`src/rtl/v86_trap_pkg.sv`:
```
package v86_trap_pkg;

  typedef enum logic [1:0] {
    CLS_IFLAG  = 2'd0,
    CLS_SWINT  = 2'd1,
    CLS_PORTIO = 2'd2,
    CLS_PLAIN  = 2'd3
  } op_class_e;

  localparam logic [1:0] TASK_PL        = 2'd3;
  localparam int         MAX_ACC_BYTES  = 4;
  localparam int         ACC_CNT_W      = $clog2(MAX_ACC_BYTES + 1);

  function automatic logic [ACC_CNT_W-1:0] size_to_bytes(input logic [1:0] sz);
    case (sz)
      2'd0:    size_to_bytes = ACC_CNT_W'(1);
      2'd1:    size_to_bytes = ACC_CNT_W'(2);
      default: size_to_bytes = ACC_CNT_W'(MAX_ACC_BYTES);
    endcase
  endfunction

endpackage

```
`src/rtl/v86_gate_rules.sv`:
```
module v86_gate_rules
  import v86_trap_pkg::*;
(
  input  op_class_e  cls,
  input  logic [1:0] iopl,
  input  logic [1:0] gate_dpl,
  output logic       fault
);

  logic iopl_short;
  logic dpl_short;

  assign iopl_short = (iopl != TASK_PL);
  assign dpl_short  = (gate_dpl < TASK_PL);

  always_comb begin
    case (cls)
      CLS_IFLAG: fault = iopl_short;
      CLS_SWINT: fault = iopl_short | dpl_short;
      default:   fault = 1'b0;
    endcase
  end

endmodule

```
`src/rtl/v86_io_seq.sv`:
```
module v86_io_seq
  import v86_trap_pkg::*;
#(
  parameter int PORT_W = 16
) (
  input  logic                 clk,
  input  logic                 rst_n,
  input  logic                 start,
  input  logic [PORT_W-1:0]    port_in,
  input  logic [ACC_CNT_W-1:0] nbytes_in,
  input  logic [PORT_W-1:0]    limit_in,
  output logic                 busy,
  output logic                 bm_rd_en,
  output logic [PORT_W-1:0]    bm_rd_addr,
  input  logic                 bm_rd_bit,
  output logic                 done,
  output logic                 fault
);

  typedef enum logic [1:0] {S_IDLE, S_READ, S_DRAIN} seq_state_e;

  seq_state_e           state_q;
  logic [PORT_W-1:0]    base_q;
  logic [PORT_W-1:0]    lim_q;
  logic [ACC_CNT_W-1:0] idx_q;
  logic [ACC_CNT_W-1:0] left_q;
  logic                 pend_q;
  logic                 acc_q;
  logic                 done_q;
  logic                 fault_q;
  logic [PORT_W:0]      last_port;
  logic                 over;

  assign last_port = {1'b0, port_in} + (PORT_W+1)'(nbytes_in) - (PORT_W+1)'(1);
  assign over      = last_port > {1'b0, limit_in};

  assign busy       = (state_q != S_IDLE);
  assign bm_rd_en   = (state_q == S_READ);
  assign bm_rd_addr = base_q + PORT_W'(idx_q);
  assign done       = done_q;
  assign fault      = fault_q;

  always_ff @(posedge clk or negedge rst_n) begin
    if (!rst_n) begin
      state_q <= S_IDLE;
      base_q  <= '0;
      lim_q   <= '0;
      idx_q   <= '0;
      left_q  <= '0;
      pend_q  <= 1'b0;
      acc_q   <= 1'b0;
      done_q  <= 1'b0;
      fault_q <= 1'b0;
    end else begin
      pend_q <= bm_rd_en;
      done_q <= 1'b0;
      case (state_q)
        S_IDLE: begin
          if (start) begin
            if (over) begin
              done_q  <= 1'b1;
              fault_q <= 1'b1;
            end else begin
              state_q <= S_READ;
              base_q  <= port_in;
              lim_q   <= limit_in;
              idx_q   <= '0;
              left_q  <= nbytes_in;
              acc_q   <= 1'b0;
            end
          end
        end
        S_READ: begin
          if (pend_q) acc_q <= acc_q | bm_rd_bit;
          idx_q  <= idx_q + ACC_CNT_W'(1);
          left_q <= left_q - ACC_CNT_W'(1);
          if (left_q == ACC_CNT_W'(1)) state_q <= S_DRAIN;
        end
        S_DRAIN: begin
          done_q  <= 1'b1;
          fault_q <= acc_q | bm_rd_bit;
          state_q <= S_IDLE;
        end
        default: state_q <= S_IDLE;
      endcase
    end
  end

  assert_rd_in_limit_R7: assert property (@(posedge clk) disable iff (!rst_n)
    bm_rd_en |-> (bm_rd_addr <= lim_q));

  assert_rd_ascend_R6: assert property (@(posedge clk) disable iff (!rst_n)
    (bm_rd_en && $past(bm_rd_en)) |-> (bm_rd_addr == $past(bm_rd_addr) + PORT_W'(1)));

  assert_over_noread_R7: assert property (@(posedge clk) disable iff (!rst_n)
    (start && !busy && over) |=> (done && fault && !bm_rd_en));

  assert_drain_done_R6: assert property (@(posedge clk) disable iff (!rst_n)
    (state_q == S_DRAIN) |=> (done && !busy));

endmodule

```
`src/rtl/v86_trap_check.sv`:
```
module v86_trap_check
  import v86_trap_pkg::*;
#(
  parameter int PORT_W = 16
) (
  input  logic              clk,
  input  logic              rst_n,
  input  logic              req_valid,
  output logic              req_ready,
  input  logic [1:0]        req_class,
  input  logic [1:0]        req_iopl,
  input  logic [1:0]        req_gate_dpl,
  input  logic [PORT_W-1:0] req_port,
  input  logic [1:0]        req_size,
  input  logic [PORT_W-1:0] io_limit,
  output logic              bm_rd_en,
  output logic [PORT_W-1:0] bm_rd_addr,
  input  logic              bm_rd_bit,
  output logic              verdict_valid,
  output logic              verdict_fault
);

  op_class_e cls;
  logic      accept;
  logic      io_start;
  logic      io_busy;
  logic      io_done;
  logic      io_fault;
  logic      rule_fault;
  logic      fast_v_q;
  logic      fast_f_q;

  assign cls       = op_class_e'(req_class);
  assign req_ready = !io_busy;
  assign accept    = req_valid && req_ready;
  assign io_start  = accept && (cls == CLS_PORTIO);

  v86_gate_rules u_rules (
    .cls      (cls),
    .iopl     (req_iopl),
    .gate_dpl (req_gate_dpl),
    .fault    (rule_fault)
  );

  v86_io_seq #(.PORT_W(PORT_W)) u_io (
    .clk        (clk),
    .rst_n      (rst_n),
    .start      (io_start),
    .port_in    (req_port),
    .nbytes_in  (size_to_bytes(req_size)),
    .limit_in   (io_limit),
    .busy       (io_busy),
    .bm_rd_en   (bm_rd_en),
    .bm_rd_addr (bm_rd_addr),
    .bm_rd_bit  (bm_rd_bit),
    .done       (io_done),
    .fault      (io_fault)
  );

  always_ff @(posedge clk or negedge rst_n) begin
    if (!rst_n) begin
      fast_v_q <= 1'b0;
      fast_f_q <= 1'b0;
    end else begin
      fast_v_q <= accept && (cls != CLS_PORTIO);
      fast_f_q <= rule_fault;
    end
  end

  assign verdict_valid = fast_v_q | io_done;
  assign verdict_fault = fast_v_q ? fast_f_q : io_fault;

  assert_iflag_low_R2: assert property (@(posedge clk) disable iff (!rst_n)
    (accept && req_class == 2'd0 && req_iopl != 2'd3) |=> (verdict_valid && verdict_fault));

  assert_iflag_full_R3: assert property (@(posedge clk) disable iff (!rst_n)
    (accept && req_class == 2'd0 && req_iopl == 2'd3) |=> (verdict_valid && !verdict_fault));

  assert_swint_R4: assert property (@(posedge clk) disable iff (!rst_n)
    (accept && req_class == 2'd1 && (req_iopl != 2'd3 || req_gate_dpl != 2'd3))
      |=> (verdict_valid && verdict_fault));

  assert_plain_R9: assert property (@(posedge clk) disable iff (!rst_n)
    (accept && req_class == 2'd3) |=> (verdict_valid && !verdict_fault));

  assert_one_source_R8: assert property (@(posedge clk) disable iff (!rst_n)
    !(fast_v_q && io_done));

  assert_verdict_idle_R8: assert property (@(posedge clk) disable iff (!rst_n)
    verdict_valid |-> req_ready);

  assert_no_read_idle_R8: assert property (@(posedge clk) disable iff (!rst_n)
    bm_rd_en |-> !req_ready);

endmodule

```
`config.mk`:
```
export PLATFORM = sky130hd
export DESIGN_NAME = v86_trap_check
export DESIGN_NICKNAME = d
export VERILOG_FILES = /design/src/rtl/v86_trap_pkg.sv /design/src/rtl/v86_gate_rules.sv /design/src/rtl/v86_io_seq.sv /design/src/rtl/v86_trap_check.sv
export SDC_FILE = /design/constraint.sdc
export NUM_CORES = 1
export LEC_CHECK = 0
export ABC_AREA = 1
export BUFFER_PORTS_ARGS = -buffer_cell sky130_fd_sc_hd__buf_4
export CAP_MARGIN = 20
export CORE_MARGIN = 2
export CORE_UTILIZATION = 50
export CTS_CLUSTER_DIAMETER = 120
export DETAILED_ROUTE_END_ITERATION = 7
export PLACE_DENSITY = 0.77
export SYNTH_ARGS = -nofsm -noshare
export SYNTH_HDL_FRONTEND = slang
export SYNTH_HIERARCHICAL = 1
export SYNTH_SLANG_ARGS = --single-unit
```
`constraint.sdc`:
```
create_clock -name clk -period 2.27 [get_ports clk]
set_input_delay 0.1135 -clock clk [delete_from_list [all_inputs] [get_ports clk]]
set_output_delay 0.1135 -clock clk [all_outputs]
set_load 0.005 [all_outputs]
```
# --- After elaboration in Yosys (flattened, before gate mapping) ---
# Index checks and enable logic that the tools add are counted.
word_totals:
  wordCells: 72
  regBits: 30
classes:
  bitwise_logic: 4
  n_reduce_logical: 15
  muxes: 23
  eq_ne: 13
  magnitude_cmp: 2
  addsub: 5
ops:
  columns: ["op", "count"]
  rows:
  - ["$pmux 3 s2", 3]
  - ["$add 16x3->17", 1]
  - ["$gt 17x16->1", 1]
  - ["$sub 17x1->17 const B", 1]
  - ["$add 16x3->16", 1]
  - ["$mux 3", 4]
  - ["$ne 2x2->1 const B", 6]
  - ["$reduce_and 3->1", 4]
  - ["$mux 1", 8]
  - ["$pmux 1 s2", 4]
  - ["$eq 2x1->1 const B", 3]
  - ["$logic_not 2->1", 3]
  - ["$mux 2", 3]
  - ["$reduce_bool 2->1", 3]
  - ["$eq 2x2->1 const B", 2]
  - ["$pmux 2 s2", 1]
  - ["$reduce_and 4->1", 1]
  - ["$add 3x1->3 const B", 1]
  - ["$eq 3x1->1 const B", 1]
  - ["$logic_and 1x1->1", 3]
  - ["$or 1x1->1", 3]
  - ["$sub 3x1->3 const B", 1]
  - ["$lt 2x2->1 const B", 1]
  - ["$ne 2x1->1 const B", 1]
  - ["other kinds (2)", 2]

# --- Depth between registers and ports, before layout ---
logic_depth:
  depth_word: 8
  mapped_depth: 31
  mapped_depth_nobuf: 30

# --- Modules after synthesis ---
# Netlist, hierarchy kept.
modules_own_cells:
  columns: ["module", "area_each_um2", "instances", "cells_each"]
  rows:
  - ["v86_io_seq", 2795.2, 1, 382]
  - ["v86_trap_check", 116.4, 1, 18]
  - ["v86_gate_rules", 23.8, 1, 5]

# --- Worst setup path after synthesis ---
# Ideal clock, no wire load.
synth_path:
  kind: "in2reg"
  start: "input req_size[0]"
  end: "register u_io.base_q[12]"
  slack_ps: -1209
  arrival_ps: 3362
  setup_ps: 117
  required_time_ps: 2153
  cell_stages: 30
  path_cell_list: "inv_1 -> nor2_1 -> inv_1 -> ha_1 -> inv_1 -> ha_1 -> inv_1 -> fa_1 -> o21ai_0 -> nand2_1 -> nand2_1 -> a21oi_1 -> o21ai_0 -> nand2_1 -> nand2_1 -> xor2_1 -> ha_1 -> inv_1 -> o21bai_1 -> a21oi_1 -> nand2_1 -> nand2_1 -> nand2_1 -> nand2_1 -> nand2_2 -> nand2_2 -> nand3_4 -> buf_6 -> nand2_1 -> o21ai_2"
synth_via:
  elab_chain_cells: 7
  elab_cells_between_ends: 8
  cone_classes: "add/sub: 2; order compare: 1; eq/ne: 1; mux: 1; bitwise: 1; reduce/logical: 2"
synth_lines:
  columns: ["item", "line", "text"]
  rows:
  - ["from (decl)", "v86_trap_check.sv:14", "input logic [1:0] req_size,"]
  - ["$eq 2x1->1 / $logic_not 2->1 (equally long branches)", "v86_trap_pkg.sv:15", "case (sz)"]
  - ["$pmux 3 s2 (*)", "v86_trap_pkg.sv:15", null]
  - ["$add 16x3->17 (*)", "v86_io_seq.sv:34", "assign last_port = {1'b0, port_in} + (PORT_W+1)'(nbytes_in) - (PORT_W+1)'(1);"]
  - ["$sub 17x1->17 (*)", "v86_io_seq.sv:34", null]
  - ["$gt 17x16->1 (*)", "v86_io_seq.sv:35", "assign over = last_port > {1'b0, limit_in};"]
  - ["$not 1->1 (no source line) (*)", null, null]
  - ["$reduce_and 3->1 (no source line) (*)", null, null]
  - ["to (signal assigned)", "v86_io_seq.sv:65", "base_q <= port_in;"]
  - ["to (decl)", "v86_io_seq.sv:23", "logic [PORT_W-1:0] base_q;"]
# Mark *: on every way between the ends. The rest lies on a longest branch, timed or not.
# A chain may end at the register's enable or synchronous reset.

# --- Final worst setup path ---
layout_path:
  start: "input req_size[1]"
  end: "register u_io.base_q[15]"
# The elaborated chain is that of the path after synthesis.

==> results.md <==
- GR Util All Layers: 30.30%
- Dpl ws: -1481 ps
- Clock Sinks: 30
- Row Count: 27
- Initial antenna violation count: 0
- Sw Pwr: 0.001886 W
- Drt via density: 5.354
- Dpl hpwl: 6095 um
- Main area contributors after synthesis: dfrtp_1 (26%), ha_1 (17%), nand2_1 (13%)
- Worst hold path type: input pin to register
- Reg2reg start: u_io/state_q[0]
- Synth-to-Final Area Change: 62.23%
- Setup-failing EPs final: 35
- Worst setup margin: -1279 ps
- Crit path from: req_size[1]
- Post-Synth Adder-Cell Area: 18.41%
- CTS buffer count: 5
- Starting Density: 52.66%
- Design area: 4762 um^2
- Post-route ant nets: 0
- Gpl congestion: 0.8428
- Least-Margin Pin Slew: 661.3 ps
- Sw Share: 44.13%
- Max-slew violations: 0
- Startpoint types: input pin
- Crit path capture type: register
- Post-Syn Instances: 405
- Minimum clock period: 3549 ps
- Vias in the first global route: 3307
- Tcrit/Tclk final: 156.3%
- Worst hold slack: 79.60 ps
- Root buf cell: clkbuf_8
- Worst-path clk slew: 60 ps
- Final Hold Vio Count: 0
- Area of the multi-input gates: 2151 um^2
- Detailed-route DRC error count: 0
- Core Region: 5574 um^2
- Share of cells above drive strength 1: 43.53%
- Die height: 80.62 um
- Routed len/inst: 16.63 um
- Synth cell types: 31
- Leading area contributor after synthesis: dfrtp_1
- Largest net degree at the start of global routing: 31
- WP data arrival: 3710 ps
- Fin nets: 658
- Maximum VDD drop: 840.3 uV
- First-pass GRT wire length: 15060 um
- Hold path startpoint: req_valid
- Worst slew margin: 55.75%
- Drt first pass iters: 6
- Synth top area share: 25.58%
- Cells after DPL: 604
- H-tree depth: 2
- Mapped Nets: 491
- Multiplexer share of the synthesized area: 0%
- Die Area: 6500 um^2
- Unrepaired setup endpoints after global routing: yes
- WL final: 10710 um
- Simple-Gate Fraction of Synth Area: 25.32%
- Flops & latches, synth: 30
- Req. time, crit path: 2430 ps
- Vias: 3448
- Crit-path max FO: 4
- Reg power frac: 25.2%
- Register area: 750.7 um^2
- Non-Filler Instances: 644
- Synth Area per Inst: 7.248 um^2
- Skew final: 5.534 ps
- Synth Cell Area: 2935 um^2
- Status: complete, but fails checks
- Clock Power Share: 9.4%
- Max-cap check violation count: 0
- Number of I/O pins: 64
- Combinational Power Share: 65.4%
- Register area share after synthesis: 25.58%
- PD cells: 897.7 nW/um^2
- Worst skew pair latency: 280 ps
- Leak: 2.618 nW
- ANT cells: 0
- Clock buffer depth: 2
- P_int: 0.002389 W
- Compound-cell area share of the yosys netlist: 11.13%
- Post-placement cell area: 4031 um^2
- CTS tree: yes
- Starting DRC count in detailed routing: 320
- Post-Synth XOR/XNOR Area: 8.056%
- Fill count: 314
- Global route overflow: 0
- F_max: 281.8 MHz
- Setup CP Type: input pin to register
- Largest family of logic cells by synthesized area: simple AND/OR/NAND/NOR gates
- Failing checks: setup timing
- Die Wd: 80.62 um
- Buffers added on ports: 63
- YS warnings: 6
[cell families after synthesis]
| family | Yosys count |
|---|---|
| AO/OA/AOI/OAI | 51 |
| XOR/XNOR | 27 |
| adder cells (fa/ha/maj) | 42 |
| buffers and inverters | 84 |
| flip-flops | 30 |
| AND/OR/NAND/NOR | 171 |
[timing repair]
action / in CTS / in global routing
setup buffers: 20 / 14
resized for setup: 45 / 32
endpoints found under the hold margin: 31 / 0
pin swaps: 27 / 34
setup endpoints to repair: 33 / 36
hold buffers: 2 / 0
gates cloned: 4 / 0
[state kept, by name (all words and copies together) (netlist names)]
signal        cells
u_io/idx_q        3
u_io/fault        1
u_io/pend_q       1
u_io/done         1
u_io/state_q      2
u_io/acc_q        1
u_io/base_q      16
fast_f_q          1
fast_v_q          1
u_io/left_q       3
[per-stage QoR]
| step | power (W) | util, % | TNS, ps |
|---|---|---|---|
| 2_1_floorplan | 0.002089 | - | -22970 |
| 3_3_place_gp | 0.002935 | 72.32 | -34720 |
| 3_5_place_dp | 0.003044 | 72.32 | -37000 |
| 6_report | 0.004275 | 85.43 | -34680 |
| 5_1_grt | 0.004554 | 85.43 | -39830 |
| 4_1_cts | 0.003761 | 81.64 | -28720 |
[power groups by stage]
| stage | sequential, W | combinational [W] | clock, W |
|---|---|---|---|
| final | 0.00108 | 0.00280 | 0.000402 |
| after CTS | 0.00100 | 0.00236 | 0.000402 |
| after detailed placement | 0.000972 | 0.00207 | 0 |
| after global placement | 0.000966 | 0.00197 | 0 |
| after floorplan | 0.000929 | 0.00116 | 0 |
| after global routing | 0.00109 | 0.00303 | 0.000432 |
[worst paths after layout]
kind / endpoint / slack, ps / cells after the start
max: u_io/base_q[15] / -1280 / 26
min: fast_v_q / 80 / 3
max reg2reg: u_io/left_q[1] / 340 / 7
min reg2reg: u_io/fault / 520 / 2
max in group asynchronous: u_io/base_q[9] / 1680 / 2
min in group asynchronous: u_io/idx_q[1] / 290 / 2
[critical path, cell delays in order]
cell     delay [ps]
buf_8           100
nor2_4          130
inv_2            60
ha_4            230
inv_2            60
ha_4            130
inv_2            40
fa_2            350
o21ai_2         170
nand2_1          80
nand2_1          80
a21oi_2          70
o21ai_2         190
buf_4           150
buf_4           100
xor2_1           60
ha_1            270
nand2_1          80
nor4_2          350
nand4_1         210
nand2_2         130
nand3_4          90
buf_4           180
buf_16          120
nand2_1          80
o21ai_2          60
[synthesized netlist by cell type (all sizes together)]
cell type  instances
o21bai             2
nand3             16
xor2              17
nor4               1
a21oi             19
o21ai             27
and3               1
clkbuf             1
buf                3
or2                3
a21o               1
xnor2             10
nor2              28
dfrtp             30
nand3b             3
nor3               4
ha                40
inv               80
nand4              9
a31oi              1
fa                 2
nand2            106
a21boi             1
[per-layer routing]
layer  GRT usage (%)  part of all wire, %
met4           9.492                  4.9
met1           35.32                   38
met3           3.708                  5.3
met5               0                    0
met2           57.08                   52
[area by class of cell]
class	count	share of cell area (%)
clock buffer	7	1.603
inverter	80	6.411
multi-input combinational	291	45.17
sequential	30	15.76
tap	72	1.892
timing repair buffer	164	29.16
[layout by cell type (no fill, tap or decap), types with 4 or more instances in the layout]
| master | Yosys | routed |
|---|---|---|
| o21ai_2 | 15 | 18 |
| ha_1 | 40 | 35 |
| nor2_1 | 26 | 18 |
| a21oi_1 | 18 | 16 |
| nand3_1 | 15 | 10 |
| nand4_1 | 9 | 9 |
| nand2_1 | 101 | 87 |
| nor2_2 | 2 | 6 |
| inv_1 | 79 | 73 |
| xor2_1 | 17 | 14 |
| buf_4 | 0 | 144 |
| clkbuf_8 | 0 | 5 |
| nand2_2 | 5 | 15 |
| nand3_2 | 0 | 5 |
| xnor2_1 | 10 | 7 |
| inv_2 | 1 | 6 |
| nor2_4 | 0 | 4 |
| o21ai_0 | 11 | 8 |
| ha_4 | 0 | 5 |
| buf_6 | 3 | 10 |
| dfrtp_1 | 30 | 30 |
| buf_16 | 0 | 4 |
| nand2_4 | 0 | 4 |
Power figures use the tool's default switching activity.
